$ cat config.mk
export PLATFORM = sky130hd
export DESIGN_NAME = tsc_code_check
export DESIGN_NICKNAME = d
export VERILOG_FILES = /design/src/rtl/tsc_pkg.sv /design/src/rtl/tsc_code_check.sv
export SDC_FILE = /design/constraint.sdc
export NUM_CORES = 1
export LEC_CHECK = 0
export ABC_AREA = 0
export BUFFER_PORTS_ARGS = -buffer_cell sky130_fd_sc_hd__buf_4
export CORE_AREA = 2 2 39 41
export DETAILED_ROUTE_END_ITERATION = 7
export DIE_AREA = 0 0 41 43
export PLACE_DENSITY = 0.3
export SYNTH_ARGS = -nofsm -noshare
export SYNTH_HDL_FRONTEND = slang
export SYNTH_SLANG_ARGS = --single-unit
$ cat constraint.sdc
create_clock -name vclk -period 0.9
set_input_delay 0.09 -clock vclk [all_inputs]
set_output_delay 0.09 -clock vclk [all_outputs]
set_load 0.01 [all_outputs]
$ cat src/rtl/tsc_pkg.sv
// Package: shared encodings for the task switch segment validator.
// Assumes a 2-bit fault class field that the consumer decodes numerically.
package tsc_pkg;

    localparam int FAULT_W = 2;

    typedef enum logic [FAULT_W-1:0] {
        FLT_NONE         = 2'd0,
        FLT_INVALID_TASK = 2'd1,
        FLT_NOT_PRESENT  = 2'd2,
        FLT_STACK        = 2'd3
    } fault_class_e;

endpackage

$ cat src/rtl/tsc_code_check.sv
// Module: tsc_code_check
// Combinational validation of the incoming code segment descriptor.
// Assumes a system flag overrides the code/data flag. Order: kind/parse,
// then privilege, then presence; the first failure sets the class.
module tsc_code_check
    import tsc_pkg::*;
#(
    parameter int PL_W = 2
) (
    input  logic [PL_W-1:0] rpl,
    input  logic [PL_W-1:0] dpl,
    input  logic            parse_err,
    input  logic            is_system,
    input  logic            is_code,
    input  logic            conforming,
    input  logic            present,
    output logic            fault,
    output fault_class_e    fclass
);

    logic kind_bad;
    logic priv_bad;

    // Kind check: must resolve and be a non-system code descriptor.
    always_comb begin
        kind_bad = parse_err | is_system | ~is_code;
    end

    // Privilege check: exact match unless conforming, then not above rpl.
    always_comb begin
        if (conforming) begin
            priv_bad = (dpl > rpl);
        end else begin
            priv_bad = (dpl != rpl);
        end
    end

    // Priority encode the first failing check into a fault class.
    always_comb begin
        fault  = 1'b1;
        fclass = FLT_INVALID_TASK;
        if (kind_bad || priv_bad) begin
            fclass = FLT_INVALID_TASK;
        end else if (!present) begin
            fclass = FLT_NOT_PRESENT;
        end else begin
            fault  = 1'b0;
            fclass = FLT_NONE;
        end
    end

endmodule

# After elaboration in Yosys (flattened, before gate mapping)
# Index checks and enable logic that the tools add are counted.
# Widths: inputs -> output; s select.
# classes
magnitude_cmp	1
n_eq_ne	1
bitwise_logic	3
mux	5
n_reduce_logical	1
# op_table
cell	count
$mux 2	2
$mux 1	3
$gt 2x2->1	1
$ne 2x2->1	1
$or 1x1->1	2
$logic_or 1x1->1	1
$not 1->1	1
# word_totals
out_inout_bits	3
ff_bits	0
elab_cells	11

# Logic depth before layout (Yosys ltp)
# Gate-level depths: netlist (run 1).
# logic_depth
word_depth	4
depth_mapped	5
depth_no_buf	5

# Worst setup path before layout (run 1)
# No wires, ideal clock.
# synth_path
path_type	input to output
startpoint	input port rpl[1]
endpoint	output port fclass[1]
arrival_time_ns	0.930
setup_slack_ns	-0.120
required_time_ns	0.810
path_stages	5
path_cell_list	inv_1 -> ha_1 -> nand2b_1 -> a32o_2 -> and4b_1
# synth_via
elab_chain_cells	4
elab_cells_between_ends	5
cone_classes	order compare (1); eq/ne (1); mux (2); reduce/logical (1)
# synth_rtl
item	line_no	rtl
from (decl)	tsc_code_check.sv:10	input logic [PL_W-1:0] rpl,
$gt 2x2->1 or $ne 2x2->1 (tied branches)	tsc_code_check.sv:32, tsc_code_check.sv:34	
$mux 1 *	tsc_code_check.sv:31	if (conforming) begin
$logic_or 1x1->1 *	tsc_code_check.sv:42	if (kind_bad || priv_bad) begin
$mux 2 *	tsc_code_check.sv:42	
to (decl)	tsc_code_check.sv:18	output fault_class_e fclass
# Every way passes the cells marked *; elsewhere a longest branch is shown, timed or not.

# Worst setup path after layout (run 1)
# Ends and elaborated chain as after synthesis.

==> metrics.cfg, run 1 <==
[status]
status=finished, violations left
violations=negative setup slack

[worst_setup_path]
path_delay_family=compound AO/OA/AOI/OAI gates
worstPathMaxFanout=3
startpoint_type=input port
critPathBufInv=3
arrival_ns=1.04
worst_path_max_delay_cell=a32o_2
slowest_delay_ns=0.25
required_ns=0.81
criticalPathCategory=in -> out
cp-startpoint=rpl[1]
critical_path.cell_chain=buf_8, inv_8, ha_4, nand2b_1, a32o_2, and4b_1, buf_6
cp-end-kind=output port

[detailed_routing]
drtIter0Drc=0
via_count=122
dr.pass1.iters=1
post-route-drc-count=0
routed_wl_um=328
postRouteAntennaNets=0
wl_per_cell_um=8.41
viasPerCell=3.13

[global_routing]
overflow=0
antenna_found_initial=0
grt_usage_pct=4.10
grt_pass1_wl_um=517
grt_max_degree=4
grt_pass1_vias=140

[die]
die_area_sq_um=1760
core_area_sq_um=1380
die_h_um=43
die-width_um=41
initial_core_util_pct=5.70
io_pins=12
placementRows=14

[final_layout]
drive_gt1_share_pct=73.9
nFillCells=157
stdcell_area_sq_um=226
area_growth_pct=187
seq_cells=0
regArea_sq_um=0
num_antenna_cells=0
nNetsFinal=36
n_clock_buffer=0

[sta]
worst_slack_ns=-0.233
drv_slew=0
setup_viol=3
rsz0062_at_grt=yes
holdWs_ns=0.468
hold_violations=0
max_freq_mhz=882
final.period_utilization_pct=126
post-route-min-period_ns=1.13
relSlewSlack_pct=88.9
worst_pin_slew_ns=0.167
setup_tns_ns=-0.516

[synthesis]
syn_avg_cell_area_sq_um=7.17
synth.area.top_cells=ha_1, a32o_2, inv_1
yosysTopAreaCell=ha_1
yosys-top-cells-count=inv_1, ha_1
synthesis.nets=22
yosysWarnings=0
yosysSeqAreaShare_pct=0
ys_types=8
syn_area_sq_um=78.8
yosys.cell_count.top_type=inv_1
syn_inst=11
yosys.area.top_type_share_pct=31.7

[power]
p_leak_nw=0.107
peakVddDrop_v=0.0000790
p_per_area_nw_per_um2=369

[min_path]
min_from=present
holdCritPathClass=in -> out

[place]
globalplace.congestion=0.555
io_buffer_count=12
placed_cell_area_sq_um=209
place_hpwl_um=302

[clocking]
cts_setup_buffers=0
ctsHoldBuffers=0

[job]
drv_cap=0

## cell type report
type | count | area (sq um) | area share [%]
repair buffers | 12 | 105 | 46.4
multi-input cells | 8 | 82.6 | 36.5
inverters | 3 | 18.8 | 8.29
well taps | 16 | 20.0 | 8.84
## repair_timing
action / CTS / global route
endpoints found under the hold margin: 0 / 0
endpoints found under the setup margin: 3 / 3
pin swaps: 2 / 0
gates resized for setup: 6 / 0
## cell usage in the layout, fill, tap and decap left out, drive strengths merged
master / count
ha: 2
inv: 3
nand3: 1
a32o: 1
buf: 12
nor2: 1
and4b: 1
nand2b: 1
nand4: 1
## routing by layer
metal | vias up | global-route usage [%] | share of wire [%]
li1 | 64 | - | -
met1 | 46 | 7.28 | 58
met2 | 12 | 5.63 | 26
met3 | 0 | 0 | 16
met4 | 0 | 0 | 0
met5 | - | 0 | 0
## path summary, 6_finish.rpt
path / end / cells after the start
worst max-delay path: fclass[1] / 7
worst min-delay path: fault / 3
## through the flow
step           instances  utilization, %  setup WS, ns  total power, mW
6_report              39            16.4        -0.233           0.0836
5_1_grt               39            16.4        -0.280           0.0960
4_1_cts               39            16.4        -0.241           0.0855
3_5_place_dp          39            15.1        -0.307           0.0787
3_3_place_gp          39            15.1        -0.297           0.0761
2_1_floorplan         11               -       -0.0506           0.0327
## power breakdown
group	internal (mW)	total (mW)	switching [mW]
Clock	0	0	0
Combinational	0.0536	0.0836	0.0300
Sequential	0	0	0
Total	0.0536	0.0836	0.0300
## cell families after synthesis
group / Yosys count / share of synthesized area, %
AOI/OAI and AO/OA: 1 / 14.3
adders and majority gates: 2 / 31.7
buffers and inverters: 3 / 14.3
and+or+nand+nor: 5 / 39.7
Power figures use the tool's default switching activity.
==> run 2: changes to the inputs <==
--- a/config.mk
+++ b/config.mk
@@ -6,11 +6,12 @@
 export NUM_CORES = 1
 export LEC_CHECK = 0
 export ABC_AREA = 0
-export BUFFER_PORTS_ARGS = -buffer_cell sky130_fd_sc_hd__buf_4
+export BUFFER_PORTS_ARGS = -buffer_cell sky130_fd_sc_hd__buf_2
 export CORE_AREA = 2 2 39 41
 export DETAILED_ROUTE_END_ITERATION = 7
 export DIE_AREA = 0 0 41 43
 export PLACE_DENSITY = 0.3
+export SLEW_MARGIN = 20
 export SYNTH_ARGS = -nofsm -noshare
 export SYNTH_HDL_FRONTEND = slang
 export SYNTH_SLANG_ARGS = --single-unit
==> constraint.sdc (replaced) <==
create_clock -name vclk -period 0.9
set_input_delay 0.18 -clock vclk [all_inputs]
set_output_delay 0.18 -clock vclk [all_outputs]
set_load 0.01 [all_outputs]
==> run 2 against run 1 <==
Against the previous run:
- maximum frequency shrank 16%
- largest power group unchanged
- combinational power grew 18%
- cell area shrank 1.1%
- clock-buffer cell count is the same
- the run still ends with negative setup slack left
- via count grew 9.8%
- setup slack lost 0.21 ns
- non-clock buffer count grew 1
- sequential share of layout area is the same
- die area is the same
- cell count grew 2.6%
- highest routed layer unchanged
==> metrics.cfg, run 2 (synthesized netlist as in run 1, its figures left out) <==
[status]
status=finished, violations left
violations=negative setup slack

[detailed_routing]
viasPerCell=3.35
wl_per_cell_um=9.63
routed_wl_um=385
drtIter0Drc=2
postRouteAntennaNets=0
dr.pass1.iters=2
via_count=134
post-route-drc-count=0

[die]
placementRows=14
die_h_um=43
core_area_sq_um=1380
io_pins=12
initial_core_util_pct=5.70
die-width_um=41
die_area_sq_um=1760

[final_layout]
num_antenna_cells=0
area_growth_pct=184
regArea_sq_um=0
drive_gt1_share_pct=83.3
fin_util_pct=16.2
layout_commonest_cell=buf_2
seq_cells=0
nFillCells=152
multiInputGateArea_sq_um=95.1
n_clock_buffer=0
stdcell_area_sq_um=224
nNetsFinal=37
final_cell_mix=buf_2, buf_6

[sta]
worst_slack_ns=-0.448
drv_slew=0
setup_viol=3
worst_pin_slew_ns=0.203
final.period_utilization_pct=150
post-route-min-period_ns=1.35
setup_tns_ns=-1.21
max_freq_mhz=742
relSlewSlack_pct=86.4
hold_violations=0
rsz0062_at_grt=yes

[global_routing]
antenna_found_initial=0
grt_pass1_vias=119
overflow=0
grt_max_degree=4
grt_usage_pct=4.00
grt_pass1_wl_um=489

[worst_setup_path]
cp-end-kind=output port
criticalPathCategory=in -> out
startpoint_type=input port
worstPathMaxFanout=3
required_ns=0.72
arrival_ns=1.17

[place]
io_buffer_count=12
placed_cell_area_sq_um=179
globalplace.congestion=0.559

[power]
power_mw=0.0987
p_per_area_nw_per_um2=441
p_leak_nw=0.109
peakVddDrop_v=0.000119

[job]
drv_cap=0

[clocking]
ctsHoldBuffers=0

[min_path]
holdCritPathClass=in -> out

run 2: changes by cell type in the layout (fill, tap and decap cells not counted), sizes merged:
cell,before,now
buf,12,13
run 2: cell type report:
class / count / share of cell area, %
tap: 16 / 8.94
multi-input combinational: 8 / 42.5
timing repair buffer: 13 / 40.2
inverter: 3 / 8.38
run 2: metrics by stage:
stage	hold slack [ns]	worst slack, ns	std cells
floorplan	0.452	-0.231	11
detailed placement	0.652	-0.526	39
finish	0.646	-0.448	40
global route	0.666	-0.501	40
CTS	0.645	-0.437	40
global placement	0.648	-0.502	39
run 2: critical path: stages:
cell and delay (ns):
buf_8 0.08, inv_8 0.03, ha_4 0.26, nand2b_4 0.05, a32o_2 0.25, and4b_1 0.18
buf_2 0.13
run 2: worst paths after layout:
| kind | startpoint | end | slack, ns | cells after the start |
|---|---|---|---|---|
| max | rpl[1] | fclass[1] | -0.45 | 7 |
| min | is_code | fclass[0] | 0.65 | 3 |
run 2: where the power goes:
part           internal (mW)  leakage (nW)  switching (mW)
registers                  0             0               0
clock network              0             0               0
logic                 0.0599         0.109          0.0388
run 2: repair_timing:
item / in CTS / in global routing
gates resized for setup: 8 / 1
pin swaps: 3 / 1
endpoints found under the setup margin: 3 / 3
hold endpoints to repair: 0 / 0
setup buffers: 1 / 0
cloned: 0 / 0
run 2: metal layers:
metal | global-route usage, % | routed length, um
met1 | 6.33 | 170
met2 | 6.25 | 133
met3 | 0 | 81
met4 | 0 | 0
met5 | 0 | 0
==> run 3: changes to the inputs <==
--- a/config.mk
+++ b/config.mk
@@ -5,7 +5,7 @@
 export SDC_FILE = /design/constraint.sdc
 export NUM_CORES = 1
 export LEC_CHECK = 0
-export ABC_AREA = 0
+export ABC_AREA = 1
 export BUFFER_PORTS_ARGS = -buffer_cell sky130_fd_sc_hd__buf_2
 export CORE_AREA = 2 2 39 41
 export DETAILED_ROUTE_END_ITERATION = 7
==> run 3 against run 2 <==
Against the previous run:
- the flow still finishes with violations (negative setup slack)
- worst hold slack got worse by 0.026 ns
- maximum frequency increased by 18%
- critical path depth rose by 1
- synthesized area grew 13%
- sequential share of layout area stayed put
- global-route usage shrank 0.80 points
==> metrics.cfg, run 3 <==
[status]
status=finished, violations left
violations=negative setup slack

[die]
io_pins=12
core_area_sq_um=1380
die_area_sq_um=1760
die-width_um=41
placementRows=14
die_h_um=43
initial_core_util_pct=6.42

[worst_setup_path]
worstPathMaxFanout=2
criticalPathCategory=in -> out
cp-startpoint=dpl[1]
arrival_ns=0.97
cp-end-kind=output port
required_ns=0.72
startpoint_type=input port
crit_path_end=fclass[1]

[sta]
drv_slew=0
setup_viol=3
post-route-min-period_ns=1.15
holdWs_ns=0.620
hold_violations=0
final.period_utilization_pct=127
rsz0062_at_grt=yes
worst_slack_ns=-0.247
relSlewSlack_pct=82.1
max_freq_mhz=872
setup_tns_ns=-0.617
worst_pin_slew_ns=0.267

[synthesis]
yosysTopAreaCell=ha_1
yosys-top-cells-count=inv_1, nand2_1, ha_1
yosys.area.top_type_share_pct=28.2
synth.area.top_cells=ha_1, inv_1, nand2_1
synth_mux_area_share_pct=0
ys_types=8
yosysSeqAreaShare_pct=0
syn_avg_cell_area_sq_um=5.92
syn_area_sq_um=88.8
synth_top_family_by_area=simple AND/OR/NAND/NOR gates
synth_compound_area_share_pct=0
synthXorXnorAreaFrac_pct=0
synth-simple-area-share_pct=54.9
synthesis.nets=26
synth_fa_ha_area_share_pct=28.2
syn_inst=15
yosysWarnings=0

[place]
io_buffer_count=12
globalplace.congestion=0.563
place_hpwl_um=284

[final_layout]
n_clock_buffer=0
nFillCells=160
drive_gt1_share_pct=92.6
nNetsFinal=40
layout_commonest_cell=buf_2
final_cell_mix=buf_2, nand2_2, buf_6
regArea_sq_um=0
num_antenna_cells=0
multiInputGateArea_sq_um=131
area_growth_pct=193
seq_cells=0

[power]
p_per_area_nw_per_um2=424
peakVddDrop_v=0.0000807
p_leak_nw=0.120

[global_routing]
grt_max_degree=3
grt_pass1_vias=111
overflow=0
grt_pass1_wl_um=407
antenna_found_initial=0
grt_usage_pct=3.20

[detailed_routing]
viasPerCell=3.35
wl_per_cell_um=8.63
drtIter0Drc=0
postRouteAntennaNets=0
post-route-drc-count=0
dr.pass1.iters=1
via_count=144
routed_wl_um=371

[min_path]
holdCritPathClass=in -> out

[job]
drv_cap=0

run 3: changes by cell type after synthesis, sizes merged:
cell / before / now
a32o: 1 / 0
and4b: 1 / 0
inv: 3 / 4
nand2: 0 / 5
nand2b: 1 / 0
nand4: 1 / 0
nor2: 1 / 2
nor3b: 0 / 1
run 3: metrics by stage:
| stage | power, mW | instance area [sq um] | utilization [%] | cells | setup slack (ns) |
|---|---|---|---|---|---|
| after detailed placement | 0.0695 | 191 | 13.8 | 43 | -0.314 |
| after CTS | 0.0784 | 209 | 15.1 | 43 | -0.242 |
| after floorplan | 0.0345 | 111 | - | 15 | -0.0673 |
| final | 0.110 | 260 | 18.8 | 43 | -0.247 |
| after global routing | 0.122 | 260 | 18.8 | 43 | -0.293 |
| after global placement | 0.0644 | 191 | 13.8 | 43 | -0.296 |
run 3: layout make-up:
cell class,instances,share of cell area (%)
inverters,4,7.69
repair buffers,12,34.1
multi-input cells,11,50.5
well taps,16,7.69
run 3: worst max-delay path: stages:
cell     delay, ns
buf_6         0.09
ha_4          0.23
nand2_2       0.05
nand2_2       0.06
nand2_4       0.08
nand2_4       0.06
nor2_4        0.11
buf_6         0.10
run 3: metal layers:
layer | track usage (%) | vias to the layer above | routed length [um]
li1 | - | 69 | -
met1 | 4.43 | 63 | 133
met2 | 5.00 | 12 | 175
met3 | 1.05 | 0 | 63
met4 | 0 | 0 | 0
met5 | 0 | - | 0
run 3: cell families (layout without fill, tap and decap cells):
logic type / after synthesis / after routing
adder cells (fa/ha/maj): 2 / 2
AND/OR/NAND/NOR: 9 / 9
buffers and inverters: 4 / 16
run 3: where the power goes:
part           internal, mW  leakage (nW)  switching (mW)
Clock                     0             0               0
Combinational        0.0590         0.120          0.0514
Sequential                0             0               0
run 3: timing repair:
| item | in CTS | in global routing |
|---|---|---|
| hold buffers | 0 | 0 |
| buffers inserted | 0 | 0 |
| resized for setup | 5 | 12 |
| setup endpoints to repair | 3 | 3 |
| pin swaps | 4 | 5 |
run 3: worst min-delay path by stage:
stage            start        end  slack [ns]  cells past startpoint
2_1_floorplan  present  fclass[1]        0.38                      1
3_3_place_gp   present  fclass[1]        0.62                      3
3_5_place_dp   present  fclass[1]        0.63                      3
4_1_cts        present  fclass[1]        0.62                      3
5_1_grt        present  fclass[1]        0.63                      3
6_report       present  fclass[1]        0.62                      3
